### src/rtl/eq_pkg.sv
package eq_pkg;
   // control register bit positions (software-visible encoding)
   localparam int CTL_QEN_BIT = 0;
   localparam int CTL_EVT_BIT = 1;
   localparam int CTL_IEN_BIT = 11;

   // register select within a group's 32-byte slice
   localparam logic [2:0] SEL_CTRL = 3'd0;
   localparam logic [2:0] SEL_HEAD = 3'd1;
   localparam logic [2:0] SEL_TAIL = 3'd2;
   localparam logic [2:0] SEL_OVF  = 3'd3;
   localparam logic [2:0] SEL_PGLO = 3'd4;
   localparam logic [2:0] SEL_PGHI = 3'd5;

   // global slice
   localparam logic [2:0] GLB_SLICE  = 3'd7;
   localparam logic [2:0] SEL_LEGACY = 3'd0;
   localparam logic [2:0] SEL_LAYOUT = 3'd1;

   typedef struct packed {
      logic ien;
      logic evt;
      logic qen;
   } ctl_t;
endpackage

### src/rtl/eq_route.sv
module eq_route #(
   parameter int NUM_GRP = 6,
   parameter int WIN_AW  = 16,
   parameter int GI_W    = 3
) (
   input  logic [WIN_AW-1:0] offset,
   input  logic              paged,
   output logic [GI_W-1:0]   grp,
   output logic              hit
);
   logic [WIN_AW-3:0]  word_idx;
   logic [WIN_AW-13:0] page_idx;

   assign word_idx = offset[WIN_AW-1:2];
   assign page_idx = offset[WIN_AW-1:12];

   always_comb begin
      if (paged) begin
         grp = page_idx[GI_W-1:0];
         hit = (32'(page_idx) < 32'(NUM_GRP));
      end else begin
         grp = word_idx[GI_W-1:0];
         hit = (32'(word_idx) < 32'(NUM_GRP)) && (offset[1:0] == 2'b00);
      end
   end
endmodule

### src/rtl/eq_addr_gen.sv
module eq_addr_gen #(
   parameter int GI_W   = 3,
   parameter int IDX_W  = 6,
   parameter int MEM_AW = 64
) (
   input  logic              paged,
   input  logic [GI_W-1:0]   grp,
   input  logic [IDX_W-1:0]  slot,
   input  logic [MEM_AW-13:0] shared_page,
   input  logic [MEM_AW-13:0] own_page,
   output logic [MEM_AW-1:0] addr
);
   localparam int RING_SHIFT = IDX_W + 2;

   logic [MEM_AW-1:0] slot_off;
   logic [MEM_AW-1:0] ring_off;

   assign slot_off = MEM_AW'(slot) << 2;
   assign ring_off = MEM_AW'(grp) << RING_SHIFT;

   always_comb begin
      if (paged) addr = {own_page, 12'h000} + slot_off;
      else       addr = {shared_page, 12'h000} + ring_off + slot_off;
   end
endmodule

### src/rtl/eq_grp_state.sv
module eq_grp_state
   import eq_pkg::*;
#(
   parameter int IDX_W  = 6,
   parameter int PAGE_W = 52
) (
   input  logic              clk,
   input  logic              rst_n,
   input  logic              ctl_we,
   input  logic              head_we,
   input  logic              ovf_we,
   input  logic              pglo_we,
   input  logic              pghi_we,
   input  logic [31:0]       wdata,
   input  logic              push,
   input  logic              ovf_set,
   output ctl_t              ctl,
   output logic [IDX_W-1:0]  head,
   output logic [IDX_W-1:0]  tail,
   output logic              ovf,
   output logic [PAGE_W-1:0] page
);
   localparam int LO_W = 20;
   localparam int HI_W = PAGE_W - LO_W;

   always_ff @(posedge clk) begin
      if (!rst_n) begin
         ctl  <= '0;
         head <= '0;
         tail <= '0;
         ovf  <= 1'b0;
         page <= '0;
      end else begin
         if (ctl_we) begin
            ctl.qen <= wdata[CTL_QEN_BIT];
            ctl.evt <= wdata[CTL_EVT_BIT];
            ctl.ien <= wdata[CTL_IEN_BIT];
         end
         if (head_we) head <= wdata[IDX_W-1:0];
         if (push)    tail <= tail + IDX_W'(1);
         if (ovf_set)                 ovf <= 1'b1;
         else if (ovf_we && wdata[0]) ovf <= 1'b0;
         if (pglo_we) page[LO_W-1:0]      <= wdata[31:12];
         if (pghi_we) page[PAGE_W-1:LO_W] <= wdata[HI_W-1:0];
      end
   end
endmodule

### src/rtl/msi_eventq_ctrl.sv
module msi_eventq_ctrl
   import eq_pkg::*;
#(
   parameter int NUM_GRP     = 6,
   parameter int IDX_W       = 6,
   parameter int WIN_AW      = 16,
   parameter int MEM_AW      = 64,
   parameter bit LEGACY_GATE = 1'b1
) (
   input  logic               clk,
   input  logic               rst_n,
   input  logic               msi_valid,
   input  logic [WIN_AW-1:0]  msi_offset,
   input  logic [31:0]        msi_data,
   input  logic               reg_wr_en,
   input  logic [7:0]         reg_addr,
   input  logic [31:0]        reg_wdata,
   output logic [31:0]        reg_rdata,
   output logic               mem_wr_en,
   output logic [MEM_AW-1:0]  mem_wr_addr,
   output logic [31:0]        mem_wr_data,
   output logic [NUM_GRP-1:0] irq_out
);
   localparam int GI_W   = (NUM_GRP > 1) ? $clog2(NUM_GRP) : 1;
   localparam int PAGE_W = MEM_AW - 12;

   generate
      if (NUM_GRP < 1 || NUM_GRP > 7) begin : g_chk_grp
         $error("NUM_GRP must lie in 1..7");
      end
      if (IDX_W < 2 || IDX_W > 10) begin : g_chk_idx
         $error("IDX_W must lie in 2..10");
      end
      if (WIN_AW < 15 || WIN_AW > 32) begin : g_chk_win
         $error("WIN_AW must lie in 15..32");
      end
      if (MEM_AW < 33 || MEM_AW > 64) begin : g_chk_mem
         $error("MEM_AW must lie in 33..64");
      end
   endgenerate

   // ---------------- register decode ----------------
   logic [2:0] reg_slice;
   logic [2:0] reg_sel;
   logic       reg_aligned;

   assign reg_slice   = reg_addr[7:5];
   assign reg_sel     = reg_addr[4:2];
   assign reg_aligned = (reg_addr[1:0] == 2'b00);

   logic [NUM_GRP-1:0] legacy_q;
   logic               paged_q;

   always_ff @(posedge clk) begin
      if (!rst_n) begin
         legacy_q <= '0;
         paged_q  <= 1'b0;
      end else if (reg_wr_en && reg_aligned && reg_slice == GLB_SLICE) begin
         if (reg_sel == SEL_LEGACY) legacy_q <= reg_wdata[NUM_GRP-1:0];
         if (reg_sel == SEL_LAYOUT) paged_q  <= reg_wdata[0];
      end
   end

   // ---------------- per-group state ----------------
   ctl_t               ctl_a  [NUM_GRP];
   logic [IDX_W-1:0]   head_a [NUM_GRP];
   logic [IDX_W-1:0]   tail_a [NUM_GRP];
   logic [PAGE_W-1:0]  page_a [NUM_GRP];
   logic [NUM_GRP-1:0] ovf_vec;
   logic [NUM_GRP-1:0] push_vec;
   logic [NUM_GRP-1:0] drop_vec;
   logic [NUM_GRP*IDX_W-1:0] tail_flat;
   logic [NUM_GRP*IDX_W-1:0] head_flat;

   generate
      for (genvar g = 0; g < NUM_GRP; g++) begin : g_grp
         logic slice_we;
         logic ring_irq;

         assign slice_we = reg_wr_en && reg_aligned && (reg_slice == 3'(g));

         eq_grp_state #(
            .IDX_W (IDX_W),
            .PAGE_W(PAGE_W)
         ) i_state (
            .clk    (clk),
            .rst_n  (rst_n),
            .ctl_we (slice_we && reg_sel == SEL_CTRL),
            .head_we(slice_we && reg_sel == SEL_HEAD),
            .ovf_we (slice_we && reg_sel == SEL_OVF),
            .pglo_we(slice_we && reg_sel == SEL_PGLO),
            .pghi_we(slice_we && reg_sel == SEL_PGHI),
            .wdata  (reg_wdata),
            .push   (push_vec[g]),
            .ovf_set(drop_vec[g]),
            .ctl    (ctl_a[g]),
            .head   (head_a[g]),
            .tail   (tail_a[g]),
            .ovf    (ovf_vec[g]),
            .page   (page_a[g])
         );

         assign ring_irq = ctl_a[g].qen && ctl_a[g].evt && ctl_a[g].ien &&
                           (head_a[g] != tail_a[g]);

         if (LEGACY_GATE) begin : g_gated
            assign irq_out[g] = ring_irq && legacy_q[g];
         end else begin : g_open
            assign irq_out[g] = ring_irq;
         end

         assign tail_flat[g*IDX_W +: IDX_W] = tail_a[g];
         assign head_flat[g*IDX_W +: IDX_W] = head_a[g];
      end
   endgenerate

   // ---------------- ingress ----------------
   logic [GI_W-1:0]   in_grp;
   logic              in_hit;
   logic [GI_W-1:0]   grp_sel;
   logic              in_flight;
   logic [IDX_W-1:0]  slot;
   logic [IDX_W-1:0]  slot_next;
   logic              ring_full;
   logic              accept;
   logic              drop;
   logic [MEM_AW-1:0] slot_addr;

   logic              pend_q;
   logic [GI_W-1:0]   pend_grp_q;
   logic [MEM_AW-1:0] pend_addr_q;
   logic [31:0]       pend_data_q;

   eq_route #(
      .NUM_GRP(NUM_GRP),
      .WIN_AW (WIN_AW),
      .GI_W   (GI_W)
   ) i_route (
      .offset(msi_offset),
      .paged (paged_q),
      .grp   (in_grp),
      .hit   (in_hit)
   );

   assign grp_sel   = in_hit ? in_grp : '0;
   assign in_flight = pend_q && (pend_grp_q == grp_sel);
   assign slot      = tail_a[grp_sel] + IDX_W'(in_flight);
   assign slot_next = slot + IDX_W'(1);
   assign ring_full = (slot_next == head_a[grp_sel]);
   assign accept    = msi_valid && in_hit && ctl_a[grp_sel].qen && !ring_full;
   assign drop      = msi_valid && in_hit && ctl_a[grp_sel].qen &&  ring_full;

   eq_addr_gen #(
      .GI_W  (GI_W),
      .IDX_W (IDX_W),
      .MEM_AW(MEM_AW)
   ) i_addr (
      .paged      (paged_q),
      .grp        (grp_sel),
      .slot       (slot),
      .shared_page(page_a[0]),
      .own_page   (page_a[grp_sel]),
      .addr       (slot_addr)
   );

   always_ff @(posedge clk) begin
      if (!rst_n) begin
         pend_q      <= 1'b0;
         pend_grp_q  <= '0;
         pend_addr_q <= '0;
         pend_data_q <= '0;
      end else begin
         pend_q <= accept;
         if (accept) begin
            pend_grp_q  <= grp_sel;
            pend_addr_q <= slot_addr;
            pend_data_q <= msi_data;
         end
      end
   end

   // tail moves on the edge that ends the memory write cycle
   always_comb begin
      push_vec = '0;
      drop_vec = '0;
      if (pend_q) push_vec[pend_grp_q] = 1'b1;
      if (drop)   drop_vec[grp_sel]    = 1'b1;
   end

   assign mem_wr_en   = pend_q;
   assign mem_wr_addr = pend_addr_q;
   assign mem_wr_data = pend_data_q;

   // ---------------- read mux ----------------
   always_comb begin
      logic [GI_W-1:0] rg;
      rg        = GI_W'(reg_slice);
      reg_rdata = '0;
      if (reg_aligned) begin
         if (reg_slice == GLB_SLICE) begin
            if (reg_sel == SEL_LEGACY) reg_rdata[NUM_GRP-1:0] = legacy_q;
            if (reg_sel == SEL_LAYOUT) reg_rdata[0] = paged_q;
         end else if (32'(reg_slice) < 32'(NUM_GRP)) begin
            case (reg_sel)
               SEL_CTRL: begin
                  reg_rdata[CTL_QEN_BIT] = ctl_a[rg].qen;
                  reg_rdata[CTL_EVT_BIT] = ctl_a[rg].evt;
                  reg_rdata[CTL_IEN_BIT] = ctl_a[rg].ien;
               end
               SEL_HEAD: reg_rdata[IDX_W-1:0] = head_a[rg];
               SEL_TAIL: reg_rdata[IDX_W-1:0] = tail_a[rg];
               SEL_OVF:  reg_rdata[0] = ovf_vec[rg];
               SEL_PGLO: reg_rdata = {page_a[rg][19:0], 12'h000};
               SEL_PGHI: reg_rdata = 32'(page_a[rg][PAGE_W-1:20]);
               default:  reg_rdata = '0;
            endcase
         end
      end
   end
endmodule

### config.mk
export PLATFORM = sky130hd
export DESIGN_NAME = msi_eventq_ctrl
export DESIGN_NICKNAME = d
export VERILOG_FILES = /design/src/rtl/eq_pkg.sv /design/src/rtl/eq_route.sv /design/src/rtl/eq_addr_gen.sv /design/src/rtl/eq_grp_state.sv /design/src/rtl/msi_eventq_ctrl.sv
export SDC_FILE = /design/constraint.sdc
export NUM_CORES = 2
export LEC_CHECK = 0
export BUFFER_PORTS_ARGS = -buffer_cell sky130_fd_sc_hd__buf_2
export CAP_MARGIN = 20
export CORE_MARGIN = 3
export CORE_UTILIZATION = 55
export CTS_CLUSTER_DIAMETER = 40
export DETAILED_ROUTE_END_ITERATION = 10
export MAX_ROUTING_LAYER = met4
export PLACE_DENSITY = 0.74
export REMOVE_ABC_BUFFERS = 1
export SLEW_MARGIN = 20
export SYNTH_ARGS = -nofsm -noshare
export SYNTH_HDL_FRONTEND = slang
export SYNTH_SLANG_ARGS = --single-unit
export TNS_END_PERCENT = 1
### constraint.sdc
create_clock -name clk -period 6 [get_ports clk]
set_clock_uncertainty 0.05 [all_clocks]
set_input_delay 1.2 -clock clk [delete_from_list [all_inputs] [get_ports clk]]
set_output_delay 1.2 -clock clk [all_outputs]
set_load 0.1 [all_outputs]
### Word-level counts from Yosys, hierarchy flattened

Index checks and enable logic that the tools add are counted.

* $lt $le $gt $ge: 10
* eq/ne operators: 19
* bitwise logic cells: 2
* multiplexer cells: 60
* reduce and logical (&&, ||, !) cells: 89
* $add $sub $neg: 11

Operators by type and width (number)
* $bmux 52 s3: 2
* $mux 52: 4
* $add 64x8->64: 2
* $logic_and 1x1->1: 76
* $bmux 6 s3: 4
* $mux 6: 12
* $add 64x11->64: 1
* $mux 32: 2
* $mux 64: 1
* $add 6x1->6 const B: 7
* $pmux 20 s2: 1
* $ne 6x6->1: 6
* $mux 26: 1
* $mux 1: 19
* $bmux 3 s3: 2
* $eq 3x3->1 const B: 5
* $lt 14x3->1 const B: 1
* $eq 3x2->1 const B: 4
* $lt 3x4->1 const B: 3
* $mux 3: 4
* $pmux 4 s3: 1
* $reduce_bool 2->1: 6
* $ge 4x4->1 const B: 2
* $not 3->4: 2
* other kinds (17): 23

* word-level logic and storage cells: 245
* output and inout bits: 135
* register bits after elaboration: 515
* input port bits: 92

### Longest topological paths before layout

* depth after elaboration: 14
* depth in mapped cells: 26
* mapped depth without buffers: 18

### Hierarchy

Synthesis repeated with hierarchy kept, for this count alone.

* cells, all modules: 2955
* area, all modules: 27558.9 µm²

Modules (own cells, without submodules)
* eq_grp_state: times used 6, area each 2562.5 µm², cells each 225, seq. area each 1361.3 µm²
* msi_eventq_ctrl: times used 1, area each 11145.7 µm², cells each 1523, seq. area each 2142.1 µm²
* eq_addr_gen: times used 1, area each 958.4 µm², cells each 71, seq. area each 0.0 µm²
* eq_route: times used 1, area each 80.1 µm², cells each 11, seq. area each 0.0 µm²

### Least setup slack after synthesis

OpenSTA, ideal clock, no wires.

* path type: input -> output
* start: in reg_addr[5]
* end: out reg_rdata[0]
* data arrival time: 5.492 ns
* buffers on the path: 4
* stages: 8
* setup slack: -0.742 ns
* required time: 4.750 ns
* cells stage by stage: clkbuf_1 clkbuf_1 clkbuf_1 clkbuf_1 mux2i_1 o22ai_1 a211oi_1 a211oi_1

* longest elaborated chain between the ends: 8
* elaborated cells between the ends (all ways): 21
* those cells by class: order compare: 1; eq/ne: 1; mux: 18; bitwise: 1

RTL lines
* from (decl): RTL line msi_eventq_ctrl.sv:16 `input logic [7:0] reg_addr,`
* $not 3->4 (not written as such)
* $bmux 52 s3, or another cell as far along: RTL line msi_eventq_ctrl.sv:214 `SEL_PGHI: reg_rdata = 32'(page_a[rg][PAGE_W-1:20]);`
* $mux 52 (not written as such), or another cell as far along (2 in a row): RTL line msi_eventq_ctrl.sv:214
* $pmux 1 s5: RTL line msi_eventq_ctrl.sv:204 `case (reg_sel)`
* $mux 32: RTL line msi_eventq_ctrl.sv:203 `end else if (32'(reg_slice) < 32'(NUM_GRP)) begin`
* $mux 6 (*): RTL line msi_eventq_ctrl.sv:200 `if (reg_slice == GLB_SLICE) begin`
* $mux 32 (*): RTL line msi_eventq_ctrl.sv:199 `if (reg_aligned) begin`
* to (decl): RTL line msi_eventq_ctrl.sv:18 `output logic [31:0] reg_rdata,`

Every way passes the cells marked *; elsewhere a longest branch is shown, timed or not. The select of a mux whose other input is x is not followed.

### Final worst setup path

* start: in reg_addr[3]
* end: out reg_rdata[22]

* longest elaborated chain between the ends: 5
* elaborated cells between the ends (all ways): 6
* those cells by class: eq/ne: 2; mux: 4

RTL lines (RTL line)
* $eq 3x3->1: msi_eventq_ctrl.sv:204
* $pmux 20 s2 (*): msi_eventq_ctrl.sv:204
* $mux 32 (*): msi_eventq_ctrl.sv:203
* $mux 26 (*): msi_eventq_ctrl.sv:200
* $mux 32 (*): msi_eventq_ctrl.sv:199

Every way passes the cells marked *; elsewhere a longest branch is shown, timed or not.

==> flow_summary_export.csv <==
group,metric,value,unit
detailed_routing,wl_per_cell,23.3,um
cells_and_area,area_growth,15.3,%
synthesis,synth-async-reset-ratio,0,%
placement,io_buffers,223,
floorplan,ios,227,
synthesis,ys_seq_area_share,39.2,%
critical_path,cp-start-kind,"primary input",
clock_network,h-tree-depth,3,
floorplan,core-area,0.0468,sq mm
critical_path,crit_family,"simple AND/OR/NAND/NOR gates",
placement,hpwlAfterDp,58100,um
synthesis,yosys.area.top_type,"dfxtp_1",
synthesis,syn_area_per_cell,7.89,sq um
power_and_ir_drop,peakVddDrop,0.000232,V
detailed_routing,routed_wl,94600,um
timing,tightest_slew,1.23,ns
power_and_ir_drop,power,8.30,mW
power_and_ir_drop,power_density,275,mW/mm^2
floorplan,die_w,224,um
timing,finalSetupViolCount,0,
clock_network,cts_resized,0,
timing,slew_violations,0,
timing,relSlewSlack,17.9,%
synthesis,synth_edf_count,0,
run,maxCapViolCount,0,
clock_network,cts_buffer_depth,3,
detailed_routing,drc,0,
synthesis,synth_cell_types,76,
critical_path,cpPeakStageDelay,0.77,ns
critical_path,path_buf_inv,3,
synthesis,synth_top_area_share,39.2,%
synthesis,synth_area_leaders,"dfxtp_1 (39%), nand2_1 (16%), a21oi_1 (8.2%), mux2i_1 (7.3%), mux4_2 (6.1%)",
clock_network,clk_pin_slew,0.05,ns
grt,grt_overflow_total,0,
critical_path,crit_required,4.75,ns
synthesis,ys_ff_latch,512,
grt,grt_start_max_net_pins,178,
grt,grt_first_pass_wirelength,143000,um
clock_network,cts_inserted_buffers,76,
critical_path,arrival,3.99,ns
timing,hold_violations,0,
timing,fin_crit_sh,87.3,%
grt,antenna_found_initial,3,
detailed_routing,vias_per_cell,6.39,
timing,rsz0062_at_grt,"false",
grt,grt_usage,37.5,%
synthesis,syn_inst,3316,
floorplan,initial_core_util,55.9,%
detailed_routing,dr.pass1.iters,8,
clock_network,clk_latency,0.63,ns
clock_network,post_cts_buffers,0,
synthesis,synth_area,0.0261,sq mm
grt,grt_pass1_vias,25000,
clock_network,ctsHoldBuffers,0,
critical_path,path_cells,"buf_2, nor2b_1, nand2_1, nor2_2, buf_4, a22o_1, buf_2",
detailed_routing,ant_nets,0,
timing,fin_hold_ws,0.399,ns
synthesis,synth_warnings,0,
timing,fmax,191,MHz
clock_network,cts.sinks,512,
critical_path,critPathMaxFanout,20,
outcome,run_status,"completed",
critical_path,crit_type,"primary input to primary output",
cells_and_area,fin_nets,3485,
floorplan,die_y,224,um
critical_path,cp_slowest_cell,"nor2_2",
synthesis,synth_flop_cell,"dfxtp_1",
placement,place.gp.congestion,1.01,
floorplan,die_area,0.0502,sq mm
detailed_routing,dr_total_vias,25900,
detailed_routing,drtIter0Drc,3123,
critical_path,end_kind,"primary output",
floorplan,rows,79,
timing,period_needed,5.24,ns
min_path,min_path_type,"register to register",
clock_network,cts_root_buffer,"clkbuf_16",
critical_path,crit_top_cell,"buf_2",
clock_network,cts_tree,"built",
cells_and_area,final_layout_size_suffix_gt1_share,15.7,%
power_and_ir_drop,leakagePower,10.6,nW
[layer usage]
layer	vias up	share of wire [%]	track usage, %
met3	430	12	8.70
met2	1734	45	57.1
met1	12200	38	46.3
met4	0	5.6	20.5
met5	-	0	-
li1	11500	-	-
[logic make-up after synthesis]
logic type	count (synthesis)	share of synthesized area [%]
xor gates and xnor gates	83	2.86
AOI/OAI and AO/OA	743	17.5
buffers and inverters	363	5.57
and+or+nand+nor	1337	20.7
muxes	268	13.8
DFF	512	39.2
adders and majority gates	9	0.431
other	1	0.0143
[flip-flops by register name, summed over array words and instances, names as in the netlist]
name,flops
g_grp.i_state.head,36
g_grp.i_state.ovf,6
legacy_q,6
paged_q,1
mem_wr_en,1
g_grp.i_state.ctl,18
g_grp.i_state.tail,36
mem_wr_data,32
g_grp.i_state.page,312
pend_grp_q,3
mem_wr_addr,61
[worst min-delay path: stages, from the launching register on]
cell and delay, ns:
dfxtp_1 0.30, nand2_1 0.05, mux2i_1 0.05
[final timing paths]
check / end / from / depth (start not counted) / slack [ns]
worst max-delay path: reg_rdata[22] / reg_addr[3] / 7 / 0.76
worst min-delay path: mem_wr_data[10] / mem_wr_data[10] / 2 / 0.40
worst max register to register: mem_wr_data[13] / paged_q / 18 / 1.38
worst min register to register: mem_wr_data[10] / mem_wr_data[10] / 2 / 0.40
[power breakdown]
group | switching (mW) | internal, mW
Sequential | 0.00286 | 3.40
Combinational | 0.246 | 0.0836
Clock | 1.77 | 2.79
Total | 2.02 | 6.28
[cell usage in the layout (no fill, tap or decap), types with 24 or more instances in the layout]
cell	count
clkbuf_16	80
o211ai_1	31
inv_1	64
buf_2	220
nor2_1	94
a22oi_1	57
mux2i_1	191
mux4_2	71
o22ai_1	64
a21oi_1	427
nand2_1	1080
buf_4	59
dfxtp_1	511
nand3_1	58
a22o_1	73
xor2_1	57
xnor2_1	24
[cell type report]
class                      instances  area [sq um]
fill                            3904         16600
multi-input combinational       2443         14600
sequential                       512         10300
clock buffer                      95          2130
timing repair buffer             286          1670
tap                              607           759
clock inverter                    44           510
inverter                          65           251
antenna                            5          12.5
[synthesized netlist by cell type, types with 3 or more instances]
| master | count |
|---|---|
| a22oi_1 | 57 |
| a21boi_0 | 6 |
| buf_6 | 7 |
| clkbuf_1 | 249 |
| nand3_1 | 58 |
| xnor2_1 | 24 |
| mux2i_1 | 191 |
| buf_1 | 29 |
| nand2b_1 | 4 |
| nor4_1 | 7 |
| xor2_1 | 57 |
| or3_1 | 4 |
| a21oi_1 | 429 |
| inv_1 | 65 |
| a31oi_1 | 3 |
| buf_4 | 10 |
| o221ai_1 | 8 |
| a211o_1 | 22 |
| a22o_1 | 73 |
| and3_1 | 5 |
| nor2b_1 | 5 |
| a211oi_1 | 3 |
| a211oi_2 | 3 |
| o211ai_1 | 31 |
| ha_1 | 9 |
| o22ai_1 | 64 |
| nand2_1 | 1085 |
| and2_1 | 15 |
| nand4_1 | 14 |
| nor3_1 | 9 |
| and4_1 | 6 |
| mux4_2 | 71 |
| a32o_1 | 6 |
| nor2_1 | 104 |
| buf_2 | 3 |
| dfxtp_1 | 512 |
| o21ai_0 | 18 |
[per-stage QoR]
stage          setup slack [ns]  area [sq um]  cells  utilization (%)  setup TNS, ns
5_1_grt                   0.666         30100   4055             64.5              0
6_report                  0.759         30200   4057             64.5              0
4_1_cts                   0.816         30100   4052             64.4              0
3_5_place_dp              0.556         27500   3913             58.8              0
3_3_place_gp              0.690         27500   3912             58.8              0
2_1_floorplan             -4.12         24900   3020                -        -857.21
(Power assumes the default switching activity.)
